--- src/rtl/isp_cmd_pkg.sv ---
package isp_cmd_pkg;

   typedef enum logic [2:0] {
      OP_FREAD  = 3'd0,
      OP_FWRITE = 3'd1,
      OP_FLUSH  = 3'd2,
      OP_EREAD  = 3'd3,
      OP_EWRITE = 3'd4
   } isp_op_e;

   typedef enum logic [1:0] {
      ST_IDLE,
      ST_FRAME,
      ST_FIX,
      ST_POLL
   } eng_state_e;

   localparam logic [7:0] CODE_FREAD  = 8'h20;
   localparam logic [7:0] CODE_FWRITE = 8'h40;
   localparam logic [7:0] CODE_FLUSH  = 8'h4C;
   localparam logic [7:0] CODE_EREAD  = 8'hA0;
   localparam logic [7:0] CODE_EWRITE = 8'hC0;

   localparam logic [7:0] WRITE_SENTINEL = 8'h7F;
   localparam logic [7:0] FLUSH_SENTINEL = 8'hFF;

endpackage

--- src/rtl/isp_frame_build.sv ---
module isp_frame_build
   import isp_cmd_pkg::*;
#(
   parameter int unsigned ADDR_W = 17
) (
   input  logic [2:0]        op,
   input  logic [ADDR_W-1:0] addr,
   input  logic [7:0]        data,
   input  logic [1:0]        idx,
   output logic [7:0]        tx_byte
);

   logic [7:0] b0, b1, b2, b3;
   logic [7:0] lo_sel;

   assign lo_sel = {4'b0000, addr[0], 3'b000};

   always_comb begin
      b0 = 8'h00;
      b1 = addr[16:9];
      b2 = addr[8:1];
      b3 = 8'h00;
      case (op)
         OP_FREAD:  b0 = CODE_FREAD | lo_sel;
         OP_FWRITE: begin
            b0 = CODE_FWRITE | lo_sel;
            b3 = data;
         end
         OP_FLUSH:  b0 = CODE_FLUSH;
         OP_EREAD:  begin
            b0 = CODE_EREAD;
            b1 = addr[15:8];
            b2 = addr[7:0];
         end
         OP_EWRITE: begin
            b0 = CODE_EWRITE;
            b1 = addr[15:8];
            b2 = addr[7:0];
            b3 = data;
         end
         default:   b0 = 8'h00;
      endcase
   end

   always_comb begin
      case (idx)
         2'd0:    tx_byte = b0;
         2'd1:    tx_byte = b1;
         2'd2:    tx_byte = b2;
         default: tx_byte = b3;
      endcase
   end

endmodule

--- src/rtl/isp_byte_seq.sv ---
module isp_byte_seq #(
   parameter int unsigned FRAME_LEN = 4
) (
   input  logic       clk,
   input  logic       rst_n,
   input  logic       start,
   input  logic       xfer_ack,
   input  logic [7:0] xfer_rx,
   output logic       xfer_req,
   output logic [1:0] idx,
   output logic       fin,
   output logic [7:0] last_rx
);

   localparam logic [1:0] LAST_IDX = 2'(FRAME_LEN - 1);

   logic active;

   initial begin
      assert (FRAME_LEN >= 2 && FRAME_LEN <= 4)
         else $error("isp_byte_seq: FRAME_LEN must be 2..4");
   end

   always_ff @(posedge clk or negedge rst_n) begin
      if (!rst_n) begin
         active  <= 1'b0;
         idx     <= 2'd0;
         fin     <= 1'b0;
         last_rx <= 8'h00;
      end else begin
         fin <= 1'b0;
         if (!active) begin
            if (start) begin
               active <= 1'b1;
               idx    <= 2'd0;
            end
         end else if (xfer_ack) begin
            if (idx == LAST_IDX) begin
               active  <= 1'b0;
               fin     <= 1'b1;
               last_rx <= xfer_rx;
            end else begin
               idx <= idx + 2'd1;
            end
         end
      end
   end

   assign xfer_req = active;

   // a pending request stays up with a steady byte until acknowledged
   assert_req_held_R1: assert property (@(posedge clk) disable iff (!rst_n)
      (xfer_req && !xfer_ack) |=> (xfer_req && $stable(idx)));

endmodule

--- src/rtl/isp_tick_timer.sv ---
module isp_tick_timer #(
   parameter int unsigned CNT_W = 8
) (
   input  logic             clk,
   input  logic             rst_n,
   input  logic             clear,
   input  logic             en,
   input  logic [CNT_W-1:0] period,
   output logic             tick
);

   logic [CNT_W-1:0] cnt;

   initial begin
      assert (CNT_W >= 1) else $error("isp_tick_timer: CNT_W must be positive");
   end

   always_ff @(posedge clk or negedge rst_n) begin
      if (!rst_n)
         cnt <= '0;
      else if (clear)
         cnt <= period - CNT_W'(1);
      else if (en)
         cnt <= (cnt == '0) ? period - CNT_W'(1) : cnt - CNT_W'(1);
   end

   assign tick = en && !clear && (cnt == '0);

endmodule

--- src/rtl/isp_flash_engine.sv ---
module isp_flash_engine
   import isp_cmd_pkg::*;
#(
   parameter int unsigned ADDR_W        = 17,
   parameter int unsigned UNIT_CYCLES   = 64,
   parameter int unsigned WR_WAIT_UNITS = 15,
   parameter int unsigned EE_WAIT_UNITS = 30,
   parameter int unsigned SLOT_CYCLES   = 64,
   parameter int unsigned RETRY_SLOTS   = 30
) (
   input  logic              clk,
   input  logic              rst_n,
   input  logic              cmd_valid,
   output logic              cmd_ready,
   input  logic [2:0]        cmd_op,
   input  logic [ADDR_W-1:0] cmd_addr,
   input  logic [7:0]        cmd_data,
   input  logic              cmd_poll_en,
   input  logic [7:0]        cmd_poll_val,
   output logic              xfer_req,
   output logic [7:0]        xfer_tx,
   input  logic              xfer_ack,
   input  logic [7:0]        xfer_rx,
   output logic              done,
   output logic              error,
   output logic [7:0]        rd_data
);

   localparam int unsigned WR_LEN  = WR_WAIT_UNITS * UNIT_CYCLES;
   localparam int unsigned EE_LEN  = EE_WAIT_UNITS * UNIT_CYCLES;
   localparam int unsigned FIX_MAX = (WR_LEN > EE_LEN) ? WR_LEN : EE_LEN;
   localparam int unsigned CNT_MAX = (FIX_MAX > SLOT_CYCLES) ? FIX_MAX : SLOT_CYCLES;
   localparam int unsigned CNT_W   = $clog2(CNT_MAX + 1);
   localparam int unsigned RTY_W   = $clog2(RETRY_SLOTS + 1);

   initial begin
      assert (ADDR_W >= 17) else $error("isp_flash_engine: ADDR_W must be >= 17");
      assert (UNIT_CYCLES >= 1 && SLOT_CYCLES >= 1)
         else $error("isp_flash_engine: timer periods must be positive");
      assert (WR_WAIT_UNITS >= 1 && EE_WAIT_UNITS >= 1 && RETRY_SLOTS >= 1)
         else $error("isp_flash_engine: wait and retry counts must be positive");
   end

   eng_state_e        state;
   logic [2:0]        op_q;
   logic [ADDR_W-1:0] addr_q;
   logic [7:0]        data_q;
   logic [7:0]        sentinel_q;
   logic [RTY_W-1:0]  retries_q;
   logic              seq_go;
   logic              done_q, err_q;
   logic [7:0]        rd_q;

   logic [2:0]        frame_op;
   logic [1:0]        seq_idx;
   logic              seq_fin;
   logic [7:0]        seq_rx;
   logic [CNT_W-1:0]  fix_len;
   logic              fix_tick, slot_tick;
   logic              op_legal;

   assign frame_op = (state == ST_POLL) ? 3'(OP_FREAD) : op_q;
   assign fix_len  = (op_q == 3'(OP_EWRITE)) ? CNT_W'(EE_LEN) : CNT_W'(WR_LEN);
   assign op_legal = (cmd_op <= 3'(OP_EWRITE));

   isp_frame_build #(.ADDR_W(ADDR_W)) u_frame (
      .op      (frame_op),
      .addr    (addr_q),
      .data    (data_q),
      .idx     (seq_idx),
      .tx_byte (xfer_tx)
   );

   isp_byte_seq #(.FRAME_LEN(4)) u_seq (
      .clk      (clk),
      .rst_n    (rst_n),
      .start    (seq_go),
      .xfer_ack (xfer_ack),
      .xfer_rx  (xfer_rx),
      .xfer_req (xfer_req),
      .idx      (seq_idx),
      .fin      (seq_fin),
      .last_rx  (seq_rx)
   );

   isp_tick_timer #(.CNT_W(CNT_W)) u_fix_timer (
      .clk    (clk),
      .rst_n  (rst_n),
      .clear  (state != ST_FIX),
      .en     (state == ST_FIX),
      .period (fix_len),
      .tick   (fix_tick)
   );

   isp_tick_timer #(.CNT_W(CNT_W)) u_slot_timer (
      .clk    (clk),
      .rst_n  (rst_n),
      .clear  (state != ST_POLL),
      .en     (state == ST_POLL),
      .period (CNT_W'(SLOT_CYCLES)),
      .tick   (slot_tick)
   );

   always_ff @(posedge clk or negedge rst_n) begin
      if (!rst_n) begin
         state      <= ST_IDLE;
         op_q       <= 3'd0;
         addr_q     <= '0;
         data_q     <= 8'h00;
         sentinel_q <= 8'h00;
         retries_q  <= '0;
         seq_go     <= 1'b0;
         done_q     <= 1'b0;
         err_q      <= 1'b0;
         rd_q       <= 8'h00;
      end else begin
         seq_go <= 1'b0;
         done_q <= 1'b0;
         err_q  <= 1'b0;
         case (state)
            ST_IDLE: begin
               if (cmd_valid) begin
                  if (op_legal) begin
                     op_q     <= cmd_op;
                     addr_q   <= cmd_addr;
                     data_q   <= cmd_data;
                     state    <= ST_FRAME;
                     seq_go   <= 1'b1;
                     retries_q <= RTY_W'(RETRY_SLOTS);
                     if (cmd_op == 3'(OP_FLUSH))
                        sentinel_q <= FLUSH_SENTINEL;
                     else
                        sentinel_q <= WRITE_SENTINEL;
                     // a write only confirms when polling is on; a commit always does
                     if (cmd_op == 3'(OP_FWRITE) && !cmd_poll_en)
                        sentinel_q <= 8'h00;
                     if (cmd_op == 3'(OP_FWRITE) && cmd_poll_en && cmd_data == WRITE_SENTINEL)
                        sentinel_q <= 8'h01;
                     if (cmd_op == 3'(OP_FLUSH) && cmd_poll_val == FLUSH_SENTINEL)
                        sentinel_q <= 8'h01;
                  end else begin
                     err_q <= 1'b1;
                  end
               end
            end
            ST_FRAME: begin
               if (seq_fin) begin
                  case (op_q)
                     3'(OP_FREAD), 3'(OP_EREAD): begin
                        rd_q   <= seq_rx;
                        done_q <= 1'b1;
                        state  <= ST_IDLE;
                     end
                     3'(OP_EWRITE): state <= ST_FIX;
                     default: begin
                        if (sentinel_q == 8'h00) begin
                           done_q <= 1'b1;
                           state  <= ST_IDLE;
                        end else if (sentinel_q == 8'h01) begin
                           state <= ST_FIX;
                        end else begin
                           state  <= ST_POLL;
                           seq_go <= 1'b1;
                        end
                     end
                  endcase
               end
            end
            ST_FIX: begin
               if (fix_tick) begin
                  done_q <= 1'b1;
                  state  <= ST_IDLE;
               end
            end
            ST_POLL: begin
               if (slot_tick && retries_q != '0)
                  retries_q <= retries_q - RTY_W'(1);
               if (seq_fin) begin
                  if (seq_rx != sentinel_q) begin
                     done_q <= 1'b1;
                     state  <= ST_IDLE;
                  end else if (retries_q == '0) begin
                     err_q <= 1'b1;
                     state <= ST_IDLE;
                  end else begin
                     seq_go <= 1'b1;
                  end
               end
            end
            default: state <= ST_IDLE;
         endcase
      end
   end

   assign cmd_ready = (state == ST_IDLE);
   assign done      = done_q;
   assign error     = err_q;
   assign rd_data   = rd_q;

   // completion pulses are exclusive and land with the engine idle again
   assert_pulse_excl_R10: assert property (@(posedge clk) disable iff (!rst_n)
      !(done && error));
   assert_pulse_idle_R10: assert property (@(posedge clk) disable iff (!rst_n)
      (done || error) |-> cmd_ready);
   // the retry budget never exceeds its load value
   assert_retry_bound_R6: assert property (@(posedge clk) disable iff (!rst_n)
      retries_q <= RTY_W'(RETRY_SLOTS));
   // an error comes only from a poll or a rejected op code
   assert_err_source_R6: assert property (@(posedge clk) disable iff (!rst_n)
      error |-> ($past(state) == ST_POLL || $past(cmd_valid && cmd_ready)));
   // no bytes move during a fixed wait
   assert_fix_quiet_R4: assert property (@(posedge clk) disable iff (!rst_n)
      (state == ST_FIX) |-> !xfer_req);

endmodule

--- config.mk ---
export PLATFORM = sky130hd
export DESIGN_NAME = isp_flash_engine
export DESIGN_NICKNAME = d
export VERILOG_FILES = /design/src/rtl/isp_cmd_pkg.sv /design/src/rtl/isp_frame_build.sv /design/src/rtl/isp_byte_seq.sv /design/src/rtl/isp_tick_timer.sv /design/src/rtl/isp_flash_engine.sv
export SDC_FILE = /design/constraint.sdc
export NUM_CORES = 1
export LEC_CHECK = 0
export BUFFER_PORTS_ARGS = -buffer_cell sky130_fd_sc_hd__buf_2
export CORE_ASPECT_RATIO = 1.2
export CORE_MARGIN = 1.5
export CORE_UTILIZATION = 55
export DETAILED_ROUTE_END_ITERATION = 10
export GPL_TIMING_DRIVEN = 0
export HOLD_SLACK_MARGIN = 0.1
export PLACE_DENSITY = 0.86
export SYNTH_ARGS = -nofsm -noshare
export SYNTH_HDL_FRONTEND = slang
export SYNTH_SLANG_ARGS = --single-unit
export TNS_END_PERCENT = 30
--- constraint.sdc ---
create_clock -name clk -period 3.3 [get_ports clk]
set_clock_uncertainty 0.05 [all_clocks]
set_input_delay 0.33 -clock clk [delete_from_list [all_inputs] [get_ports clk]]
set_output_delay 0.33 -clock clk [all_outputs]
set_load 0.01 [all_outputs]
# Yosys cells after proc, flatten, opt, wreduce, memory -nomap -nowiden
# Index checks and enable logic that the tools add are counted.
# Widths: inputs -> output; s select.
# totals
ramBits,0
rom_bits,0
out_inout_bits,20
mem_count,0
wordCells,152
latch_bits,0
ff_bits,88
input_bits,49
# op_classes
reduce_logical,35
n_lt_le_gt_ge,1
addsub,5
n_eq_ne,29
mux,66
bitwise_logic,0
n_mul,0
div,0
shifts,0
# op_table
operator,count
$mux 11,7
$mux 8,7
$pmux 8 s5,1
$sub 11x1->11 const B,3
$mux 1,27
$mux 2,12
$pmux 8 s3,1
$logic_not 11->1,2
$ne 2x2->1 const B,8
$mux 5,3
$eq 3x2->1 const B,4
$reduce_and 3->1,4
$pmux 5 s2,1
$logic_and 1x1->1,9
$eq 2x2->1 const B,4
$eq 8x1->1 const B,1
$eq 8x7->1 const B,1
$eq 8x8->1 const B,1
$logic_not 8->1,1
$ne 8x8->1,1
$pmux 2 s4,1
$reduce_bool 2->1,4
$eq 3x1->1 const B,2
$eq 3x3->1 const B,2
other kinds (19),29

# Longest topological paths before layout
# Gate-level depths: netlist (run 1).
# logic_depth
word_depth,7
ltp_mapped,8
mapped_depth_nobuf,7

# By module
# Synthesis (run 1) repeated with hierarchy kept, for this count alone.
# hier_totals
hier_cells,531
area_unflattened_um2,5333.9
# modules_own_cells
module,area_each_um2,cells_each,seq_area_each_um2,n_inst
isp_flash_engine,2293.4,188,1226.2,1
isp_tick_timer (u_fix_timer),929.6,105,275.3,1
isp_tick_timer (u_slot_timer),907.1,103,275.3,1
isp_frame_build,701.9,103,0.0,1
isp_byte_seq,501.7,32,300.3,1

# Worst setup path after synthesis (run 1)
# Ideal clock, no wire load.
# synth_timing
kind,register to output
from,register op_q[2]
to,output port xfer_tx[2]
stages_incl_launch_ff,7
required_ns,2.920
setup_slack_ns,1.166
arrival_ns,1.754
path_buffers,1
path_cell_list,dfrtp_1 buf_2 or3b_1 a21oi_4 mux2_1 a21oi_1 o221ai_1
# synth_between
elab_chain_cells,5
word_cells_on_any_way,13
cone_classes,eq/ne: 4; mux: 6; reduce/logical: 3
# synth_lines
item,line_no,source
start: declaration,isp_flash_engine.sv:45,logic [2:0] op_q;
start signal: assignment,isp_flash_engine.sv:124,op_q <= cmd_op;
$mux 3 *,isp_flash_engine.sv:62,assign frame_op = (state == ST_POLL) ? 3'(OP_FREAD) : op_q;
"$eq 3x1->1, or another cell as far along",isp_frame_build.sv:23,case (op)
$reduce_or 2->1 (no line),--,
$mux 8,isp_frame_build.sv:23,
$pmux 8 s3 *,isp_frame_build.sv:46,case (idx)
end: declaration,isp_flash_engine.sv:21,"output logic [7:0] xfer_tx,"
# Every way passes the cells marked *; elsewhere a longest branch is shown, timed or not.

# Worst setup path after layout (run 1)
# layout_timing
from,register op_q[2]
to,output port xfer_tx[1]
# Same word-level chain as after synthesis.

==> results.sh, run 1 <==
export IMPL_crit_fanout=10
export IMPL_timing_rr_start="u_fix_timer.cnt[0]"
export IMPL_dp_hpwl_um=7090
export IMPL_cts_tree="done"
export IMPL_area_growth_pct=17.2
export IMPL_cts_repair_resized=0
export IMPL_core_area_mm2=0.00762
export IMPL_hold_class="in2reg"
export IMPL_fin_area_mm2=0.00503
export IMPL_cp_end_kind="output port"
export IMPL_drc=0
export IMPL_fp_row_count=35
export IMPL_cts_setup_buffers=0
export IMPL_ys_ff_latch=83
export IMPL_cts_num_sinks=83
export IMPL_rsz0062_at_grt="no"
export IMPL_maxCapViolCount=0
export IMPL_crit_path_start="op_q[2]"
export IMPL_drive_above_1_share_pct=23.0
export IMPL_clk_pin_slew_ns=0.09
export IMPL_timing_slew_headroom_pct=51.4
export IMPL_overflow=0
export IMPL_root_buffer="clkbuf_8"
export IMPL_worst_slack_ns=0.412
export IMPL_slowest_delay_ns=0.51
export IMPL_worstPathCellList="buf_2 -> or3b_1 -> a21oi_4 -> buf_4 -> mux2i_1 -> o22ai_1 -> a21o_1 -> buf_2"
export IMPL_dieArea_mm2=0.00834
export IMPL_synth_ff_type="dfrtp_1"
export IMPL_place_congestion=0.903
export IMPL_clockBufferDepth=2
export IMPL_r2r_end="state[1]"
export IMPL_fin_crit_ns=2.89
export IMPL_synthArstFlopShare_pct=100
export IMPL_netlist_area_mm2=0.00429
export IMPL_min_from="cmd_addr[3]"
export IMPL_syn_area_per_cell_um2=9.73
export IMPL_antenna_found_initial=0
export IMPL_crit_required_ns=2.92
export IMPL_min_path_cells=3
export IMPL_path_class="reg2out"
export IMPL_whs_endpoint="addr_q[3]"
export IMPL_start_util_pct=56.3
export IMPL_power_leakage_nw=2.36
export IMPL_vias=3507
export IMPL_portBuffers=68
export IMPL_cts_htree_levels=3
export IMPL_yosys_warnings=0
export IMPL_wl_um=9720
export IMPL_postSynthCellCount=441
export IMPL_hold_viol=0
export IMPL_groute_usage_overall_pct=24.0
export IMPL_num_antenna_cells=0
export IMPL_worst_pin_slew_ns=0.724
export IMPL_cp_start_kind="flip-flop"
export IMPL_final_antenna_net_count=0
export IMPL_ioPinCount=69
export IMPL_via_per_inst=5.67
export IMPL_crit_arrival_ns=2.51
export IMPL_synth_edf_count=0
export IMPL_dpl_cell_area_mm2=0.00477
export IMPL_synthDistinctLibCells=62
export IMPL_power_mw=4.29
export IMPL_seq_area_frac_synth_pct=48.4
export IMPL_fmax_mhz=346
export IMPL_status="complete, no violations"
export IMPL_power_density_mw_per_mm2=853
export IMPL_drt_initial_drc_count=254
export IMPL_routedWlPerCell_um=15.7
export IMPL_setup_viol=0
export IMPL_grt_pass1_wl_um=15900
export IMPL_crit_path_top_delay_cell="or3b_1"
export IMPL_firstDrtPassIters=6
export IMPL_grt_max_degree=64
export IMPL_grt_pass1_vias=3408
export IMPL_final_max_slew_viol_count=0
export IMPL_irDropWorstVdd_v=0.000569
export IMPL_r2r_cells=7
export IMPL_numCtsBuffers=9
export IMPL_chipHeight_um=99.7
export IMPL_pre_cts_ws_ns=0.833
export IMPL_r2r_slack_ns=1.05
export IMPL_cpMostUsedCell="buf_2"
export IMPL_nets=585
export IMPL_setup_tns_final_ns=0
export IMPL_synth_nets=504
export IMPL_die_x_um=83.6
export IMPL_fin_crit_sh_pct=87.5
export IMPL_clkLatencyLatePin_ns=0.36
[worst max-delay path, delay by kind of cell (launching register included)]
kind                   cells  cell delay (ns)
AO/OA/AOI/OAI              3             0.56
multiplexers               1             0.22
buffers and inverters      3             0.53
AND/OR/NAND/NOR            1             0.51
flip-flops                 1             0.33
[cell families (layout without fill, tap and decap cells)]
group,count (synthesis),in the layout,synth area share [%]
multiplexers,27,27,6.86
AO/OA/AOI/OAI,63,63,10.8
adder cells (fa/ha/maj),14,14,4.08
flip-flops,83,83,48.4
XOR/XNOR,20,20,4.08
buffers and inverters,29,115,2.89
AND/OR/NAND/NOR,205,205,22.9
[routing by layer]
layer / track usage [%] / vias up / wire length (µm)
met5: 0 / - / 0
met3: 4.81 / 20 / 427
li1: - / 1679 / -
met2: 42.9 / 109 / 5120
met4: 9.33 / 0 / 210
met1: 28.5 / 1699 / 3960
[metrics by stage]
step / util, % / hold slack (ns) / std cells
after floorplan: - / -0.0156 / 441
after global placement: 62.3 / 0.384 / 601
after detailed placement: 62.7 / 0.192 / 602
after CTS: 66.0 / 0.107 / 619
after global routing: 66.0 / 0.113 / 619
final: 66.0 / 0.115 / 619
[where the power goes]
group / switching (mW) / internal [mW] / leakage, nW / total, mW
clock: 0.376 / 0.510 / 0.120 / 0.886
combinational: 0.990 / 0.758 / 1.26 / 1.75
sequential: 0.294 / 1.36 / 0.987 / 1.65
total: 1.66 / 2.63 / 2.36 / 4.29
[synthesized netlist by cell type, types with 4 or more instances]
cell type / instances / area (µm²)
mux2i_1: 8 / 80.1
nor2_1: 26 / 97.6
nor3b_1: 4 / 30.0
a21o_1: 5 / 37.5
mux2_2: 18 / 203
a22o_1: 6 / 52.6
nand2b_1: 5 / 31.3
a21oi_1: 8 / 40.0
nand2_1: 119 / 447
nor3_1: 7 / 35.0
or3_1: 4 / 25.0
xor2_1: 11 / 96.3
nand3_1: 8 / 40.0
or2_2: 4 / 25.0
ha_1: 14 / 175
o21ai_0: 7 / 35.0
xnor2_1: 9 / 78.8
inv_1: 14 / 52.6
o22ai_1: 6 / 37.5
o21ai_1: 5 / 25.0
clkbuf_1: 10 / 37.5
dfrtp_1: 83 / 2080
nand4_1: 4 / 25.0
[final cells by class]
type / count / area [µm²]
repair buffers: 70 / 380
clock inverters: 5 / 110
flip-flops and latches: 83 / 2080
clock buffers: 11 / 131
fillers: 632 / 2590
inverters: 14 / 52.6
multi-input cells: 329 / 2090
well taps: 92 / 115
plain buffers: 15 / 71.3
[placed cells by master (no fill, tap or decap), types with 5 or more instances in the layout]
cell type | Yosys | final
a21o_1 | 5 | 5
nand3_1 | 8 | 8
clkbuf_8 | 0 | 9
nor2_1 | 26 | 26
xnor2_1 | 9 | 9
o22ai_1 | 6 | 6
mux2i_1 | 8 | 8
a22o_1 | 6 | 6
o21ai_0 | 7 | 7
clkbuf_1 | 10 | 12
mux2_2 | 18 | 18
nor3_1 | 7 | 7
dfrtp_1 | 83 | 83
inv_1 | 14 | 14
o21ai_1 | 5 | 5
xor2_1 | 11 | 11
ha_1 | 14 | 14
a21oi_1 | 8 | 8
nand2_1 | 119 | 119
buf_2 | 3 | 70
nand2b_1 | 5 | 5
[flip-flops by register name, summed over array words and instances (netlist names), 2 cells and up]
signal and cells:
retries_q 5, sentinel_q 3, op_q 3, u_fix_timer.cnt 11
u_seq.last_rx 8, u_seq.idx 2, data_q 8, rd_data 8
addr_q 17, u_slot_timer.cnt 11, state 2
[timing repair]
item	4_1_cts	5_1_grt
endpoints found under the hold margin	20	0
hold buffers	1	0
setup endpoints to repair	0	0
[how the worst max path moves through the flow]
stage | endpoint | slack (ns)
global route | xfer_tx[2] | 0.32
finish | xfer_tx[1] | 0.41
CTS | xfer_tx[1] | 0.45
global placement | xfer_tx[0] | 0.88
detailed placement | xfer_tx[1] | 0.83
floorplan | xfer_tx[2] | 1.17
Note: power is estimated with default switching activity, not from simulation.
==> inputs of run 2 (changes only) <==
--- a/config.mk
+++ b/config.mk
@@ -9,9 +9,11 @@
 export CORE_ASPECT_RATIO = 1.2
 export CORE_MARGIN = 1.5
 export CORE_UTILIZATION = 55
+export CTS_CLUSTER_DIAMETER = 200
 export DETAILED_ROUTE_END_ITERATION = 10
 export GPL_TIMING_DRIVEN = 0
 export HOLD_SLACK_MARGIN = 0.1
+export MAX_ROUTING_LAYER = met4
 export PLACE_DENSITY = 0.86
 export SYNTH_ARGS = -nofsm -noshare
 export SYNTH_HDL_FRONTEND = slang
==> results.sh, run 2 (same netlist as run 1, synthesis figures left out) <==
export IMPL_clk_pin_slew_ns=0.08
export IMPL_cts_htree_levels=3
export IMPL_status="complete, no violations"
export IMPL_root_buffer="clkbuf_8"
export IMPL_vias=3525
export IMPL_cts_tree="done"
export IMPL_crit_fanout=10
export IMPL_numCtsBuffers=9
export IMPL_fin_crit_sh_pct=87.0
export IMPL_place_congestion=0.919
export IMPL_ioPinCount=69
export IMPL_crit_arrival_ns=2.49
export IMPL_dp_hpwl_um=7090
export IMPL_route_met2_wl_um=5140
export IMPL_nets=585
export IMPL_antenna_found_initial=0
export IMPL_firstDrtPassIters=5
export IMPL_die_x_um=83.6
export IMPL_rsz0062_at_grt="no"
export IMPL_portBuffers=68
export IMPL_via_per_inst=5.69
export IMPL_timing_slew_headroom_pct=51.5
export IMPL_cts_setup_buffers=0
export IMPL_final_cell_mix="nand2_1, dfrtp_1, buf_2"
export IMPL_routedWlPerCell_um=15.6
export IMPL_timing_rr_start="u_fix_timer.cnt[0]"
export IMPL_setup_viol=0
export IMPL_path_class="reg2out"
export IMPL_area_growth_pct=17.2
export IMPL_instances_no_fill=619
export IMPL_worst_pin_slew_ns=0.724
export IMPL_dieArea_mm2=0.00834
export IMPL_worst_slack_ns=0.428
export IMPL_groute_usage_overall_pct=24.8
export IMPL_drc=0
export IMPL_num_antenna_cells=0
export IMPL_final_antenna_net_count=0
export IMPL_wl_met1_um=3910
export IMPL_pre_cts_ws_ns=0.833
export IMPL_hold_ws_ns=0.112
export IMPL_crit_required_ns=2.92
export IMPL_final_max_slew_viol_count=0
export IMPL_min_from="cmd_addr[7]"
export IMPL_fmax_mhz=348
export IMPL_fin_crit_ns=2.87
export IMPL_largestRegisters="addr_q (17), u_fix_timer.cnt (11), u_slot_timer.cnt (11)"
export IMPL_power_leakage_nw=2.36
export IMPL_chipHeight_um=99.7
export IMPL_routed_top_layer="met4"
export IMPL_fp_row_count=35
export IMPL_clockBufferDepth=2
export IMPL_met3_length_um=404
export IMPL_drive_above_1_share_pct=23.0
export IMPL_hold_viol=0
export IMPL_cts_num_sinks=83
export IMPL_grt_pass1_wl_um=15900
export IMPL_dp_cells=602
export IMPL_start_util_pct=56.3
export IMPL_setup_tns_final_ns=0
export IMPL_power_density_mw_per_mm2=850
export IMPL_cp_start_kind="flip-flop"
export IMPL_irDropWorstVdd_v=0.000568
export IMPL_top_register="addr_q"
export IMPL_maxCapViolCount=0
export IMPL_largest_register_ffs=17
export IMPL_utilization_pct=66.0
export IMPL_hold_class="in2reg"
export IMPL_r2r_slack_ns=1.05
export IMPL_layout_commonest_cell="nand2_1"
export IMPL_grt_pass1_vias=3409
export IMPL_grt_max_degree=64
export IMPL_core_area_mm2=0.00762
export IMPL_r2r_end="state[1]"
export IMPL_cp_end_kind="output port"
export IMPL_wl_um=9670
export IMPL_drt_initial_drc_count=288
export IMPL_nFillCells=632
export IMPL_overflow=0
export IMPL_cts_repair_resized=0
export IMPL_clkLatencyLatePin_ns=0.36
export IMPL_r2r_cells=7
export IMPL_min_path_cells=3
export IMPL_whs_endpoint="addr_q[7]"
-- run 2: cell counts in the layout (fill, tap and decap cells not counted) --
No cell type changed its count.
-- run 2: power breakdown --
part           switching (mW)  internal (mW)
sequential              0.293           1.36
clock                   0.370          0.510
combinational           0.984          0.758
-- run 2: per-layer routing --
layer,vias to the layer above,track usage (%)
met5,-,-
met4,0,11.2
met3,19,3.40
met2,115,42.7
met1,1714,29.1
li1,1677,-
-- run 2: per-stage QoR --
stage	total power [mW]	cell area [µm²]
after floorplan	2.84	4290
after global placement	3.29	4740
after detailed placement	3.38	4770
after CTS	4.28	5030
after global routing	4.58	5030
final	4.27	5030
-- run 2: repair_timing --
action                                  in CTS  in global routing
endpoints found under the setup margin       0                  0
hold endpoints to repair                    20                  0
hold buffers                                 1                  0
-- run 2: cell type report --
class / count / area [µm²] / area share, %
Buffer: 15 / 71.3 / 1.42
Timing Repair Buffer: 70 / 380 / 7.57
Clock inverter: 5 / 110 / 2.19
Clock buffer: 11 / 131 / 2.61
Sequential cell: 83 / 2080 / 41.3
Inverter: 14 / 52.6 / 1.05
Tap cell: 92 / 115 / 2.29
Multi-Input combinational cell: 329 / 2090 / 41.5
-- run 2: worst max-delay path by stage --
| stage | start | endpoint | slack, ns | cells past startpoint |
|---|---|---|---|---|
| after CTS | op_q[2] | xfer_tx[1] | 0.45 | 8 |
| after global routing | state[0] | xfer_tx[2] | 0.32 | 6 |
| after global placement | op_q[2] | xfer_tx[0] | 0.88 | 8 |
| final | op_q[2] | xfer_tx[1] | 0.43 | 8 |
| after detailed placement | op_q[2] | xfer_tx[1] | 0.83 | 8 |
| after floorplan | op_q[2] | xfer_tx[2] | 1.17 | 6 |
-- run 2: worst max-delay path: stages (launching register included) --
cell	delay [ns]
dfrtp_1	0.32
buf_2	0.18
or3b_1	0.51
a21oi_4	0.26
buf_4	0.22
mux2i_1	0.22
o22ai_1	0.12
a21o_1	0.17
buf_2	0.13
==> inputs of run 3 (changes only) <==
--- a/config.mk
+++ b/config.mk
@@ -6,15 +6,17 @@
 export NUM_CORES = 1
 export LEC_CHECK = 0
 export BUFFER_PORTS_ARGS = -buffer_cell sky130_fd_sc_hd__buf_2
+export CELL_PAD_IN_SITES_DETAIL_PLACEMENT = 1
+export CELL_PAD_IN_SITES_GLOBAL_PLACEMENT = 2
 export CORE_ASPECT_RATIO = 1.2
 export CORE_MARGIN = 1.5
-export CORE_UTILIZATION = 55
+export CORE_UTILIZATION = 38
 export CTS_CLUSTER_DIAMETER = 200
 export DETAILED_ROUTE_END_ITERATION = 10
 export GPL_TIMING_DRIVEN = 0
 export HOLD_SLACK_MARGIN = 0.1
 export MAX_ROUTING_LAYER = met4
-export PLACE_DENSITY = 0.86
+export PLACE_DENSITY = 0.93
 export SYNTH_ARGS = -nofsm -noshare
 export SYNTH_HDL_FRONTEND = slang
 export SYNTH_SLANG_ARGS = --single-unit
==> results.sh, run 3 (same netlist as run 1, synthesis figures left out) <==
export IMPL_maxCapViolCount=0
export IMPL_path_class="reg2out"
export IMPL_numCtsBuffers=9
export IMPL_core_area_mm2=0.0110
export IMPL_top_register="addr_q"
export IMPL_firstDrtPassIters=4
export IMPL_clk_pin_slew_ns=0.06
export IMPL_root_buffer="clkbuf_16"
export IMPL_setup_viol=0
export IMPL_cp_start_kind="flip-flop"
export IMPL_fmax_mhz=344
export IMPL_largest_register_ffs=17
export IMPL_vias=3456
export IMPL_timing_rr_start="u_fix_timer.cnt[0]"
export IMPL_final_antenna_net_count=0
export IMPL_cts_num_sinks=83
export IMPL_area_growth_pct=19.7
export IMPL_die_x_um=100
export IMPL_dp_hpwl_um=8220
export IMPL_crit_arrival_ns=2.53
export IMPL_grt_max_degree=54
export IMPL_power_leakage_nw=2.39
export IMPL_crit_required_ns=2.92
export IMPL_worst_pin_slew_ns=0.767
export IMPL_fin_crit_sh_pct=88.2
export IMPL_grt_pass1_vias=3777
export IMPL_via_per_inst=5.26
export IMPL_dp_cells=642
export IMPL_routedWlPerCell_um=16.5
export IMPL_clockBufferDepth=2
export IMPL_crit_fanout=10
export IMPL_drc=0
export IMPL_cts_tree="done"
export IMPL_wl_um=10800
export IMPL_dieArea_mm2=0.0119
export IMPL_cp_end_kind="output port"
export IMPL_power_density_mw_per_mm2=870
export IMPL_layout_commonest_cell="nand2_1"
export IMPL_drive_above_1_share_pct=22.7
export IMPL_cts_setup_buffers=0
export IMPL_grt_pass1_wl_um=18300
export IMPL_clkLatencyLatePin_ns=0.34
export IMPL_crit_path_start="state[0]"
export IMPL_irDropWorstVdd_v=0.000476
export IMPL_hold_class="in2reg"
export IMPL_portBuffers=68
export IMPL_largestRegisters="addr_q (17), u_fix_timer.cnt (11), u_slot_timer.cnt (11)"
export IMPL_ioPinCount=69
export IMPL_hold_ws_ns=0.124
export IMPL_status="complete, no violations"
export IMPL_cts_htree_levels=3
export IMPL_nFillCells=1284
export IMPL_nets=585
export IMPL_chipHeight_um=119
export IMPL_pre_cts_ws_ns=0.773
export IMPL_hold_viol=0
export IMPL_worst_slack_ns=0.391
export IMPL_min_from="cmd_addr[16]"
export IMPL_num_antenna_cells=0
export IMPL_final_cell_mix="nand2_1, dfrtp_1, buf_2"
export IMPL_drt_initial_drc_count=99
export IMPL_fp_row_count=42
export IMPL_place_congestion=0.820
export IMPL_power_mw=4.46
export IMPL_timing_slew_headroom_pct=48.6
export IMPL_fin_crit_ns=2.91
export IMPL_antenna_found_initial=0
export IMPL_groute_usage_overall_pct=20.3
export IMPL_overflow=0
export IMPL_rsz0062_at_grt="no"
export IMPL_setup_tns_final_ns=0
export IMPL_instances_no_fill=657
export IMPL_final_max_slew_viol_count=0
export IMPL_start_util_pct=38.9
## run 3: path summary, 6_finish.rpt
check	depth (start not counted)	endpoint	slack, ns
setup / recovery	6	xfer_tx[2]	0.39
hold / removal	3	addr_q[16]	0.12
setup reg to reg	7	state[0]	1.08
hold reg to reg	1	u_fix_timer.cnt[0]	0.39
max in group asynchronous	3	u_slot_timer.cnt[0]	2.16
min in group asynchronous	2	u_fix_timer.cnt[0]	0.43
## run 3: metrics by stage
step	cell area, µm²	util (%)
2_1_floorplan	4290	-
3_3_place_gp	4790	43.4
3_5_place_dp	4820	43.7
4_1_cts	5130	46.5
5_1_grt	5130	46.5
6_report	5130	46.5
## run 3: power breakdown
group          switching (mW)  internal (mW)
logic                    1.01          0.758
registers               0.297           1.36
clock network           0.391          0.653
total                    1.69           2.77
## run 3: layout make-up
class / instances / area [µm²] / area share (%)
Timing Repair Buffer: 70 / 380 / 7.41
Tap cell: 132 / 165 / 3.22
Sequential cell: 83 / 2080 / 40.5
Clock buffer: 11 / 233 / 4.53
Clock inverter: 3 / 65.1 / 1.27
Buffer: 15 / 71.3 / 1.39
Inverter: 14 / 52.6 / 1.02
Multi-Input combinational cell: 329 / 2090 / 40.7
## run 3: routing by layer
metal | up-vias | global-route usage [%] | wire length, µm
li1 | 1680 | - | -
met5 | - | - | 0
met4 | 0 | 9.95 | 351
met1 | 1683 | 23.6 | 4700
met2 | 67 | 34.5 | 5530
met3 | 26 | 2.58 | 266
## run 3: timing repair
item                      in CTS  in global routing
hold endpoints to repair      30                  0
resized for setup              0                  0
hold buffers                   1                  0
## run 3: worst max-delay path, cell delays in order, from the launching register on
cell and delay [ns]:
dfrtp_1 0.40, ha_1 0.31, clkbuf_1 0.32, nor4b_2 0.70, nand2_1 0.16, o221ai_1 0.11, buf_2 0.17
